### config.mk
export PLATFORM = sky130hd
export DESIGN_NAME = gpu_pwr_ctrl
export DESIGN_NICKNAME = d
export VERILOG_FILES = /design/src/rtl/gpc_pkg.sv /design/src/rtl/gpc_lsb_pick.sv /design/src/rtl/gpc_sequencer.sv /design/src/rtl/gpc_regif.sv /design/src/rtl/gpu_pwr_ctrl.sv
export SDC_FILE = /design/constraint.sdc
export NUM_CORES = 1
export LEC_CHECK = 0
export ABC_CLOCK_PERIOD_IN_PS = 2850
export BUFFER_PORTS_ARGS = -buffer_cell sky130_fd_sc_hd__buf_2
export CAP_MARGIN = 20
export CORE_MARGIN = 4
export CORE_UTILIZATION = 45
export CTS_BUF_LIST = sky130_fd_sc_hd__clkbuf_4 sky130_fd_sc_hd__clkbuf_8 sky130_fd_sc_hd__clkbuf_16
export CTS_CLUSTER_DIAMETER = 150
export DETAILED_ROUTE_END_ITERATION = 8
export HOLD_SLACK_MARGIN = 0.03
export PLACE_DENSITY = 0.65
export SLEW_MARGIN = 40
export SYNTH_ARGS = -nofsm -noshare
export SYNTH_HDL_FRONTEND = slang
export SYNTH_SLANG_ARGS = --single-unit
### constraint.sdc
create_clock -name clk -period 2.85 [get_ports clk]
set_input_delay 0.57 -clock clk [delete_from_list [all_inputs] [get_ports clk]]
set_output_delay 0.57 -clock clk [all_outputs]
set_load 0.01 [all_outputs]
### src/rtl/gpc_pkg.sv
package gpc_pkg;

  localparam int ADDR_W = 3;

  typedef enum logic [ADDR_W-1:0] {
    A_PWR_ON  = 3'd0,
    A_PWR_OFF = 3'd1,
    A_STATE   = 3'd2,
    A_SETTLE  = 3'd3,
    A_IRQ_RAW = 3'd4,
    A_IRQ_EN  = 3'd5,
    A_IRQ_ACK = 3'd6
  } reg_addr_e;

  localparam int DONE_BIT = 0;

endpackage

### src/rtl/gpc_lsb_pick.sv
module gpc_lsb_pick #(
  parameter int W = 6
) (
  input  logic [W-1:0] vec,
  output logic [W-1:0] onehot
);

  logic [W:0] seen;

  assign seen[0] = 1'b0;

  genvar i;
  generate
    for (i = 0; i < W; i++) begin : g_bit
      assign onehot[i]  = vec[i] & ~seen[i];
      assign seen[i+1]  = seen[i] | vec[i];
    end
  endgenerate

endmodule

### src/rtl/gpc_sequencer.sv
module gpc_sequencer #(
  parameter int N_DOM = 6,
  parameter int DLY_W = 16
) (
  input  logic             clk,
  input  logic             rst,
  input  logic             cmd_wr,
  input  logic             cmd_up,
  input  logic [N_DOM-1:0] cmd_mask,
  input  logic [DLY_W-1:0] dly,
  output logic [N_DOM-1:0] status,
  output logic [N_DOM-1:0] pwr_en,
  output logic             set_raw
);

  localparam logic [DLY_W-1:0] ONE = DLY_W'(1);

  // registered state
  logic             busy_q, up_q;
  logic [N_DOM-1:0] todo_q, stat_q, pen_q;
  logic [DLY_W-1:0] cnt_q, len_q;
  logic             q_vld, q_up;
  logic [N_DOM-1:0] q_mask;

  // next-state logic
  logic             step_end, done, free, start, take_q, s_up;
  logic             busy_n, up_n, q_vld_n, q_up_n;
  logic [N_DOM-1:0] pick_cur, pick_nxt, todo_after, stat_mid;
  logic [N_DOM-1:0] s_mask, new_todo, todo_n, pen_n, q_mask_n;

  gpc_lsb_pick #(.W(N_DOM)) u_pick_cur (.vec(todo_q), .onehot(pick_cur));
  gpc_lsb_pick #(.W(N_DOM)) u_pick_nxt (.vec(todo_n), .onehot(pick_nxt));

  always_comb begin
    step_end   = busy_q && (cnt_q == len_q - ONE);
    todo_after = step_end ? (todo_q & ~pick_cur) : todo_q;

    stat_mid = stat_q;
    if (step_end) begin
      stat_mid = up_q ? (stat_q & ~pick_cur) : (stat_q | pick_cur);
    end

    done   = step_end && (todo_after == '0);
    free   = !busy_q || done;
    take_q = free && q_vld;
    start  = free && (q_vld || cmd_wr);

    s_up     = q_vld ? q_up   : cmd_up;
    s_mask   = q_vld ? q_mask : cmd_mask;
    new_todo = s_mask & (s_up ? stat_mid : ~stat_mid);

    busy_n = start ? 1'b1 : (done ? 1'b0 : busy_q);
    up_n   = start ? s_up : up_q;
    todo_n = start ? new_todo : todo_after;

    // one waiting slot
    q_vld_n  = q_vld;
    q_up_n   = q_up;
    q_mask_n = q_mask;
    if (take_q) begin
      q_vld_n = 1'b0;
    end
    if (cmd_wr && !(free && !q_vld) && !q_vld_n) begin
      q_vld_n  = 1'b1;
      q_up_n   = cmd_up;
      q_mask_n = cmd_mask;
    end

    // enable leads the state bit for the domain being stepped
    pen_n = ~stat_mid;
    if (busy_n) begin
      pen_n = up_n ? (pen_n | pick_nxt) : (pen_n & ~pick_nxt);
    end

    set_raw = done && !(!up_q && (&stat_mid));
  end

  always_ff @(posedge clk) begin
    if (rst) begin
      busy_q <= 1'b0;
      up_q   <= 1'b0;
      todo_q <= '0;
      stat_q <= '1;
      pen_q  <= '0;
      cnt_q  <= '0;
      len_q  <= ONE;
      q_vld  <= 1'b0;
      q_up   <= 1'b0;
      q_mask <= '0;
    end else begin
      busy_q <= busy_n;
      up_q   <= up_n;
      todo_q <= todo_n;
      stat_q <= stat_mid;
      pen_q  <= pen_n;
      q_vld  <= q_vld_n;
      q_up   <= q_up_n;
      q_mask <= q_mask_n;
      if (start || step_end) begin
        cnt_q <= '0;
      end else if (busy_q) begin
        cnt_q <= cnt_q + ONE;
      end
      if (start) begin
        len_q <= (dly == '0) ? ONE : dly;
      end
    end
  end

  assign status = stat_q;
  assign pwr_en = pen_q;

  // one domain at a time
  p_one_step_r5: assert property (@(posedge clk) disable iff (rst)
    1'b1 |-> ($countones(stat_q ^ $past(stat_q)) <= 1));

  // idle enables mirror the inverted state
  p_idle_pen_r2: assert property (@(posedge clk) disable iff (rst)
    !busy_q |-> (pen_q == ~stat_q));

  // state only moves while a command runs
  p_idle_hold_r3: assert property (@(posedge clk) disable iff (rst)
    !busy_q |=> $stable(stat_q));

  // a held command is kept until the slot frees
  p_queue_keep_r11: assert property (@(posedge clk) disable iff (rst)
    (q_vld && !free) |=> q_vld);

  // the step counter never passes the settle length
  p_cnt_bound_r6: assert property (@(posedge clk) disable iff (rst)
    busy_q |-> (cnt_q < len_q));

endmodule

### src/rtl/gpc_regif.sv
module gpc_regif
  import gpc_pkg::*;
#(
  parameter int               N_DOM   = 6,
  parameter int               DLY_W   = 16,
  parameter int               DATA_W  = 32,
  parameter logic [DLY_W-1:0] DLY_RST = '1
) (
  input  logic              clk,
  input  logic              rst,
  input  logic              wr_en,
  input  logic              rd_en,
  input  logic [ADDR_W-1:0] addr,
  input  logic [DATA_W-1:0] wr_data,
  input  logic [N_DOM-1:0]  status,
  input  logic              set_raw,
  output logic              cmd_wr,
  output logic              cmd_up,
  output logic [N_DOM-1:0]  cmd_mask,
  output logic [DLY_W-1:0]  dly,
  output logic [DATA_W-1:0] rd_data,
  output logic              irq
);

  logic [DLY_W-1:0]  dly_q;
  logic              en_q, raw_q, irq_q;
  logic [DATA_W-1:0] rd_q, rd_n;
  logic              wr_on, wr_off, wr_settle, wr_en_reg, wr_ack;
  logic              raw_n, en_n;
  logic              unused_hi;

  assign unused_hi = ^wr_data[DATA_W-1:DLY_W];

  always_comb begin
    wr_on     = wr_en && (addr == A_PWR_ON);
    wr_off    = wr_en && (addr == A_PWR_OFF);
    wr_settle = wr_en && (addr == A_SETTLE);
    wr_en_reg = wr_en && (addr == A_IRQ_EN);
    wr_ack    = wr_en && (addr == A_IRQ_ACK);

    cmd_wr   = wr_on || wr_off;
    cmd_up   = wr_on;
    cmd_mask = wr_data[N_DOM-1:0];

    raw_n = raw_q;
    if (wr_ack && wr_data[DONE_BIT]) raw_n = 1'b0;
    if (set_raw) raw_n = 1'b1;
    en_n = wr_en_reg ? wr_data[DONE_BIT] : en_q;

    rd_n = '0;
    case (addr)
      A_STATE:   rd_n[N_DOM-1:0]  = status;
      A_SETTLE:  rd_n[DLY_W-1:0]  = dly_q;
      A_IRQ_RAW: rd_n[DONE_BIT]   = raw_q;
      A_IRQ_EN:  rd_n[DONE_BIT]   = en_q;
      default:   rd_n = '0;
    endcase
  end

  always_ff @(posedge clk) begin
    if (rst) begin
      dly_q <= DLY_RST;
      en_q  <= 1'b0;
      raw_q <= 1'b0;
      irq_q <= 1'b0;
      rd_q  <= '0;
    end else begin
      if (wr_settle) dly_q <= wr_data[DLY_W-1:0];
      en_q  <= en_n;
      raw_q <= raw_n;
      irq_q <= raw_n & en_n;
      if (rd_en) rd_q <= rd_n;
    end
  end

  assign dly     = dly_q;
  assign rd_data = rd_q;
  assign irq     = irq_q;

  // interrupt held low while disabled
  p_irq_gated_r9: assert property (@(posedge clk) disable iff (rst)
    !en_q |-> !irq_q);

  // raw completion flag is sticky
  p_raw_sticky_r7: assert property (@(posedge clk) disable iff (rst)
    (raw_q && !(wr_ack && wr_data[DONE_BIT])) |=> raw_q);

  // acknowledge clears unless a completion coincides
  p_ack_clears_r8: assert property (@(posedge clk) disable iff (rst)
    (wr_ack && wr_data[DONE_BIT] && !set_raw) |=> !raw_q);

endmodule

### src/rtl/gpu_pwr_ctrl.sv
module gpu_pwr_ctrl
  import gpc_pkg::*;
#(
  parameter int               N_DOM   = 6,
  parameter int               DLY_W   = 16,
  parameter int               DATA_W  = 32,
  parameter logic [DLY_W-1:0] DLY_RST = '1
) (
  input  logic              clk,
  input  logic              rst,
  input  logic              wr_en,
  input  logic              rd_en,
  input  logic [ADDR_W-1:0] addr,
  input  logic [DATA_W-1:0] wr_data,
  output logic [DATA_W-1:0] rd_data,
  output logic [N_DOM-1:0]  pwr_en,
  output logic              irq
);

  logic             cmd_wr, cmd_up, set_raw;
  logic [N_DOM-1:0] cmd_mask, status;
  logic [DLY_W-1:0] dly;

  gpc_regif #(
    .N_DOM(N_DOM), .DLY_W(DLY_W), .DATA_W(DATA_W), .DLY_RST(DLY_RST)
  ) u_regif (
    .clk(clk), .rst(rst), .wr_en(wr_en), .rd_en(rd_en), .addr(addr),
    .wr_data(wr_data), .status(status), .set_raw(set_raw),
    .cmd_wr(cmd_wr), .cmd_up(cmd_up), .cmd_mask(cmd_mask), .dly(dly),
    .rd_data(rd_data), .irq(irq)
  );

  gpc_sequencer #(
    .N_DOM(N_DOM), .DLY_W(DLY_W)
  ) u_seq (
    .clk(clk), .rst(rst), .cmd_wr(cmd_wr), .cmd_up(cmd_up),
    .cmd_mask(cmd_mask), .dly(dly), .status(status), .pwr_en(pwr_en),
    .set_raw(set_raw)
  );

endmodule

==> results of run 1 <==
-- timing repair --
item | 4_1_cts | 5_1_grt
cloned | 1 | 0
pin swaps | 15 | 15
hold buffers | 0 | 0
setup endpoints to repair | 55 | 56
gates resized for setup | 79 | 36
buffers inserted | 22 | 4
-- cell families (layout without fill, tap and decap cells) --
logic type                 Yosys count  count (layout)  share of synthesized area, %
adders and majority gates            3               3                         0.690
and+or+nand+nor                    289             289                          29.9
other                                1              16                        0.0738
DFF                                 95              95                          37.4
AOI/OAI and AO/OA                   95              96                          12.6
muxes                               35              35                          7.14
xor gates and xnor gates            39              39                          6.73
buffers and inverters               55             193                          5.44
-- final timing paths --
path                                         start            endpoint  slack, ps  depth (start not counted)
worst max register to register      u_seq.len_q[1]     u_seq.pwr_en[5]       -480                         16
worst min-delay path                   wr_data[13]     u_regif.dly[13]        430                          3
worst min register to register  u_regif.rd_data[0]  u_regif.rd_data[0]        490                          2
worst max-delay path                u_seq.len_q[1]     u_seq.pwr_en[5]       -480                         16
-- metal layers --
layer	GRT usage, %	wire (um)	part of all wire [%]
met1	29.9	6440	45
met2	36.5	6810	48
met3	3.33	755	5.3
met4	7.44	318	2.2
met5	0	0	0
-- registers in the layout, indices dropped and copies added (netlist names), 6 cells and up --
signal           flops
u_regif.dly         16
u_regif.rd_data     16
u_seq.cnt_q         16
u_seq.len_q         16
u_seq.pwr_en         6
u_seq.q_mask         6
u_seq.status         6
u_seq.todo_q         6
-- cell type report --
| type | count | area share [%] |
|---|---|---|
| Clock buffer | 10 | 3.40 |
| Inverter | 7 | 0.374 |
| Tap cell | 140 | 2.49 |
| Clock inverter | 5 | 0.606 |
| Timing Repair Buffer | 171 | 18.0 |
| Sequential cell | 95 | 27.3 |
| Multi-Input combinational cell | 478 | 47.8 |
-- worst register-to-register path, cell delays in order (launching register included) --
cell,delay [ps]
dfxtp_4,360
inv_2,70
ha_4,140
nor3b_2,250
o211ai_1,170
a211oi_2,260
nand4_1,210
buf_4,200
a211oi_2,230
buf_4,190
nand4_1,130
buf_4,190
mux2i_4,190
xnor2_2,180
a31oi_2,130
nor3b_2,190
mux2i_1,190
-- report_power, final --
part | leakage, nW | switching, mW | internal (mW)
Combinational | 2.00 | 0.264 | 0.249
Clock | 0.141 | 0.540 | 0.622
Sequential | 0.773 | 0.0362 | 1.36
Total | 2.92 | 0.840 | 2.23
-- per-stage QoR --
| step | hold slack [ps] | setup TNS (ps) | total power [mW] |
|---|---|---|---|
| floorplan | 447 | -275 | 1.67 |
| global placement | 475 | -6200 | 1.82 |
| detailed placement | 483 | -8880 | 1.83 |
| CTS | 423 | -3520 | 3.06 |
| global route | 442 | -14000 | 3.21 |
| finish | 429 | -9520 | 3.07 |
-- layout by cell type (no fill, tap or decap), types with 7 or more instances in the layout --
cell type / n
a21oi_1: 27
a21oi_2: 10
buf_2: 45
buf_4: 105
buf_6: 19
clkbuf_16: 9
conb_1: 16
dfxtp_1: 89
mux2_2: 10
mux2i_1: 23
nand2_1: 78
nand3_1: 14
nand3b_1: 20
nand4_1: 11
nor2_1: 61
nor2_2: 7
nor2b_1: 21
xnor2_1: 21
xor2_1: 15
==> summary.md, run 1 <==
| Metric | Value |
|---|---|
| Crit-path max cell delay | ~360 ps |
| Kind of critical path | flip-flop to flip-flop |
| Seq/Total Area, Yosys | 37.4% |
| Setup slack after layout | -479 ps |
| CP Max Fanout | 5 |
| Total number of vias | just under 5,000 |
| Largest net degree at the start of global routing | 32 |
| Fraction of registers with async set/reset | 0% |
| Setup violators final | 40 |
| Data required, critical path | 3130 ps |
| Slowest cell on the critical path | dfxtp_4 |
| Max IR drop VDD | roughly 0.00037 V |
| Min cycle time layout | between 3000 and 4000 ps |
| Clk buf depth | 2 |
| WP data arrival | 3610 ps |
| Placed Cells | 868 |
| Vias in the first global route | 4,756 |
| Pins over their slew limit | 0 |
| Final core occ | 64.2% |
| Share of layout cells above drive strength 1 | 37.3% |
| N_diodes | 0 |
| Clock latency reported for the late side of the worst-skew pair | 350 ps |
| DRT Pass-1 Iters | 5 |
| CP Cell Sequence | inv_2 -> ha_4 -> nor3b_2 -> o211ai_1 -> a211oi_2 -> nand4_1 -> buf_4 -> a211oi_2 -> buf_4 -> nand4_1 -> buf_4 -> mux2i_4 -> xnor2_2 -> a31oi_2 -> nor3b_2 -> mux2i_1 |
| DR vias/cell | 5.39 |
| Yosys top cell by area | dfxtp_1 |
| Layout Nets | 803 |
| TritonCTS Buffers | 9 |
| Total GRT Usage | around 22% |
| Die extent in y | 114 um |
| Clk slew on worst S/H paths | 70 ps |
| Distinct cells, synth | 69 |
| Initial antenna violation count | 0 |
| FILL cells | 880 |
| Port bufs | between 40 and 50 |
| CTS H-tree lvls | 3 |
| CTS root buffer | clkbuf_16 |
| CP top delay family | compound AO/OA/AOI/OAI gates |
| Commonest cells post-synth | 95 x dfxtp_1, 83 x nand2_1, 70 x nor2_1, 37 x a21oi_1, 25 x mux2i_1 |
| Synth Area per Inst | 8.30 um^2 |
| Core area | around 11,000 um^2 |
| Final HPWL DP | roughly 10,000 um |
| Routed WL | 14,300 um |
| Yosys top cell area share | a little under two fifths |
| Cells taking the most area after synthesis | dfxtp_1 37%, nand2_1 6.1%, nor2_1 5.2% |
| Critical path startpoint category | flip-flop |
| Design area | 7030 um^2 |
| Placer congestion estimate | 0.910 |
| Place WS | -465 ps |
| Most common cell in the netlist | dfxtp_1 |
| Most frequent cell on the critical path | buf_4 |
| Die span in x | 114 um |
| Synth-to-layout area growth | 38.3% |
| Initial core utilization | around 46% |
| Storage cell area | 1920 um^2 |
| Number of synthesized flops with an enable pin | 0 |
| Clk_skew | 9.12 ps |
| Fin cells | ~900 |
| Grt ovf | 0 |
| PD cells | about 440 nW/um^2 |
| RSZ-0062 raised after global routing | yes |
| Violations in the final reports | setup timing |
| CTS tree | done |
| Syn. warnings | 0 |
| Period utilisation layout | 117% |
| Worst Tran Pin Value | 594 ps |
| Final Hold Viols | 0 |
| Slew margin rel. | 59.3% |
| Die area | between 10,000 and 15,000 um^2 |
| Clock Sinks | 95 |
| Fmax | between 300 and 400 MHz |
| Min-Delay Path Class | primary input to flip-flop |
| Maximum capacitance violations | 0 |
| Most used DFF post-synth | dfxtp_1 |
| Average routed wire per standard cell | 15.8 um |
| Cell Rows | 38 |
| CP Buf/Inv Count | 4 |
| Boundary Pins | 78 |
| Drc violations | 0 |
| Crit end category | flip-flop |
| Status | finished with violations |
| Mapped Area | 5080 um^2 |
| Area after DPL | 6110 um^2 |
| Multi-input gate area | 3360 um^2 |
| First-pass GRT wire length | 23,200 um |
| Initial DRC count | 302 |
| Final ANT Viol Nets | 0 |
| Static Leakage | 2.92 nW |
| Post-Synthesis Cells | a little over 600 |
| Seq cells post-synth | 95 |
Power figures use the tool's default switching activity.
==> inputs of run 2 (changes only) <==
- ABC_CLOCK_PERIOD_IN_PS: 2850 -> 3300
- PLACE_DENSITY: 0.65 -> 0.63
- clock period: 2.85 -> 3.3 ns (I/O delays scaled with it)
==> summary.md, run 2 (synthesis results as in run 1) <==
| Metric | Value |
|---|---|
| Most frequent cells in the layout | 92 x dfxtp_1, 83 x nand2_1, 70 x nor2_1, 60 x buf_4, 46 x buf_2 |
| Layout Nets | 741 |
| Setup violators final | 2 |
| TritonCTS Buffers | 9 |
| Storage cell area | around 1900 um^2 |
| Initial DRC count | 235 |
| Final core occ | 57.3% |
| Total number of vias | about 4,600 |
| CP Max Fanout | 5 |
| CP Buf/Inv Count | 5 |
| Clock Sinks | between 90 and 100 |
| Data required, critical path | ~3500 ps |
| Violations in the final reports | setup timing |
| Crit end category | flip-flop |
| Slowest cell on the critical path | dfxtp_2 |
| CTS tree | done |
| Min cycle time layout | 3360 ps |
| Clock latency reported for the late side of the worst-skew pair | 340 ps |
| WP data arrival | around 3600 ps |
| Status | finished with violations |
| Die area | around 13,000 um^2 |
| Final ANT Viol Nets | 0 |
| Final HPWL DP | 9350 um |
| Clk buf depth | 2 |
| Area after DPL | 5710 um^2 |
| Pins over their slew limit | 0 |
| Worst Tran Pin Value | 718 ps |
| Port bufs | 45 |
| Setup_tns | -121 ps |
| Total power | 2.61 mW |
| CTS H-tree lvls | 3 |
| Clk slew on worst S/H paths | 70 ps |
| Initial antenna violation count | 0 |
| Static Leakage | 2.55 nW |
| CP Cell Sequence | inv_2 -> ha_4 -> nor4b_4 -> buf_4 -> nand2_1 -> mux2i_1 -> o31ai_4 -> a211o_1 -> buf_6 -> o22a_1 -> a211oi_2 -> buf_4 -> buf_4 -> o21a_1 -> nor3b_2 -> mux2i_1 -> nor2_1 |
| Clk_skew | 5.92 ps |
| Die span in x | about 110 um |
| PD cells | approximately 420 nW/um^2 |
| Synth-to-layout area growth | 23.3% |
| Slew margin rel. | 52.1% |
| Maximum capacitance violations | 0 |
| Core area | 10,900 um^2 |
| Initial core utilization | 46.4% |
| Crit-path max cell delay | 360 ps |
| RSZ-0062 raised after global routing | yes |
| Fmax | approximately 300 MHz |
| CTS root buffer | clkbuf_16 |
| Die extent in y | 114 um |
| Drc violations | 0 |
| FILL cells | 1,000 |
| Cell Rows | 38 |
| Setup slack after layout | -61.6 ps |
| Final Hold Viols | 0 |
| N_diodes | 0 |
| Share of layout cells above drive strength 1 | 25.4% |
| Multi-input gate area | 3130 um^2 |
| Min-Delay Path Class | flip-flop to flip-flop |
| Min Hold Slack | around 480 ps |
| CP top delay family | compound AO/OA/AOI/OAI gates |
| DR vias/cell | 5.39 |
| Period utilisation layout | 102% |
| Max IR drop VDD | 0.000257 V |
| Most frequent cell on the critical path | buf_4 |
| Largest net degree at the start of global routing | 76 |
| Most common cell after layout, fill and taps aside | dfxtp_1 |
| Routed WL | 13,000 um |
| Design area | 6260 um^2 |
| Vias in the first global route | 4,329 |
| Kind of critical path | flip-flop to flip-flop |
| Boundary Pins | between 70 and 80 |
| Placer congestion estimate | 0.903 |
| DRT Pass-1 Iters | 4 |
| Grt ovf | 0 |
| First-pass GRT wire length | 21,000 um |
| Total GRT Usage | 19.8% |
| Critical path startpoint category | flip-flop |
| Average routed wire per standard cell | 15.4 um |
run 2: worst min-delay path: stages (launching register included):
cell     delay (ps)
dfxtp_1         320
nand2_1          60
a21oi_1          50
run 2: layout make-up:
| cell class | instances | area share [%] |
|---|---|---|
| clock buffers | 9 | 3.60 |
| clock inverters | 7 | 1.14 |
| inverters | 7 | 0.419 |
| multi-input cells | 477 | 50.0 |
| flip-flops and latches | 95 | 30.4 |
| well taps | 140 | 2.80 |
| repair buffers | 110 | 11.6 |
run 2: what timing repair did:
item / in CTS / in global routing
cloned: 0 / 1
resized for setup: 4 / 42
pin swaps: 1 / 20
setup buffers: 0 / 8
endpoints found under the setup margin: 3 / 9
hold buffers: 0 / 0
hold endpoints to repair: 0 / 0
run 2: per-stage QoR:
stage / std cells / setup slack [ps]
2_1_floorplan: 627 / 144
3_3_place_gp: 820 / -8.55
3_5_place_dp: 820 / -50.6
4_1_cts: 836 / 8.34
5_1_grt: 845 / -179
6_report: 845 / -61.6
run 2: per-layer routing:
layer  GRT usage (%)  part of all wire, %
met1            27.0                   48
met5               0                    0
met3            3.65                  4.0
met2            32.4                   46
met4            5.15                  1.9
run 2: path summary, 6_finish.rpt:
kind	from	to	slack (ps)	depth (start not counted)
setup reg to reg	u_seq.len_q[0]	u_seq.pwr_en[2]	-60	17
setup / recovery	u_seq.len_q[0]	u_seq.pwr_en[2]	-60	17
hold reg to reg	u_seq.len_q[15]	u_seq.len_q[15]	480	2
hold / removal	u_seq.len_q[15]	u_seq.len_q[15]	480	2
run 2: power breakdown:
| part | switching, mW | leakage (nW) | internal, mW |
|---|---|---|---|
| clock | 0.509 | 0.148 | 0.540 |
| sequential | 0.0321 | 0.771 | 1.17 |
| combinational | 0.191 | 1.63 | 0.165 |
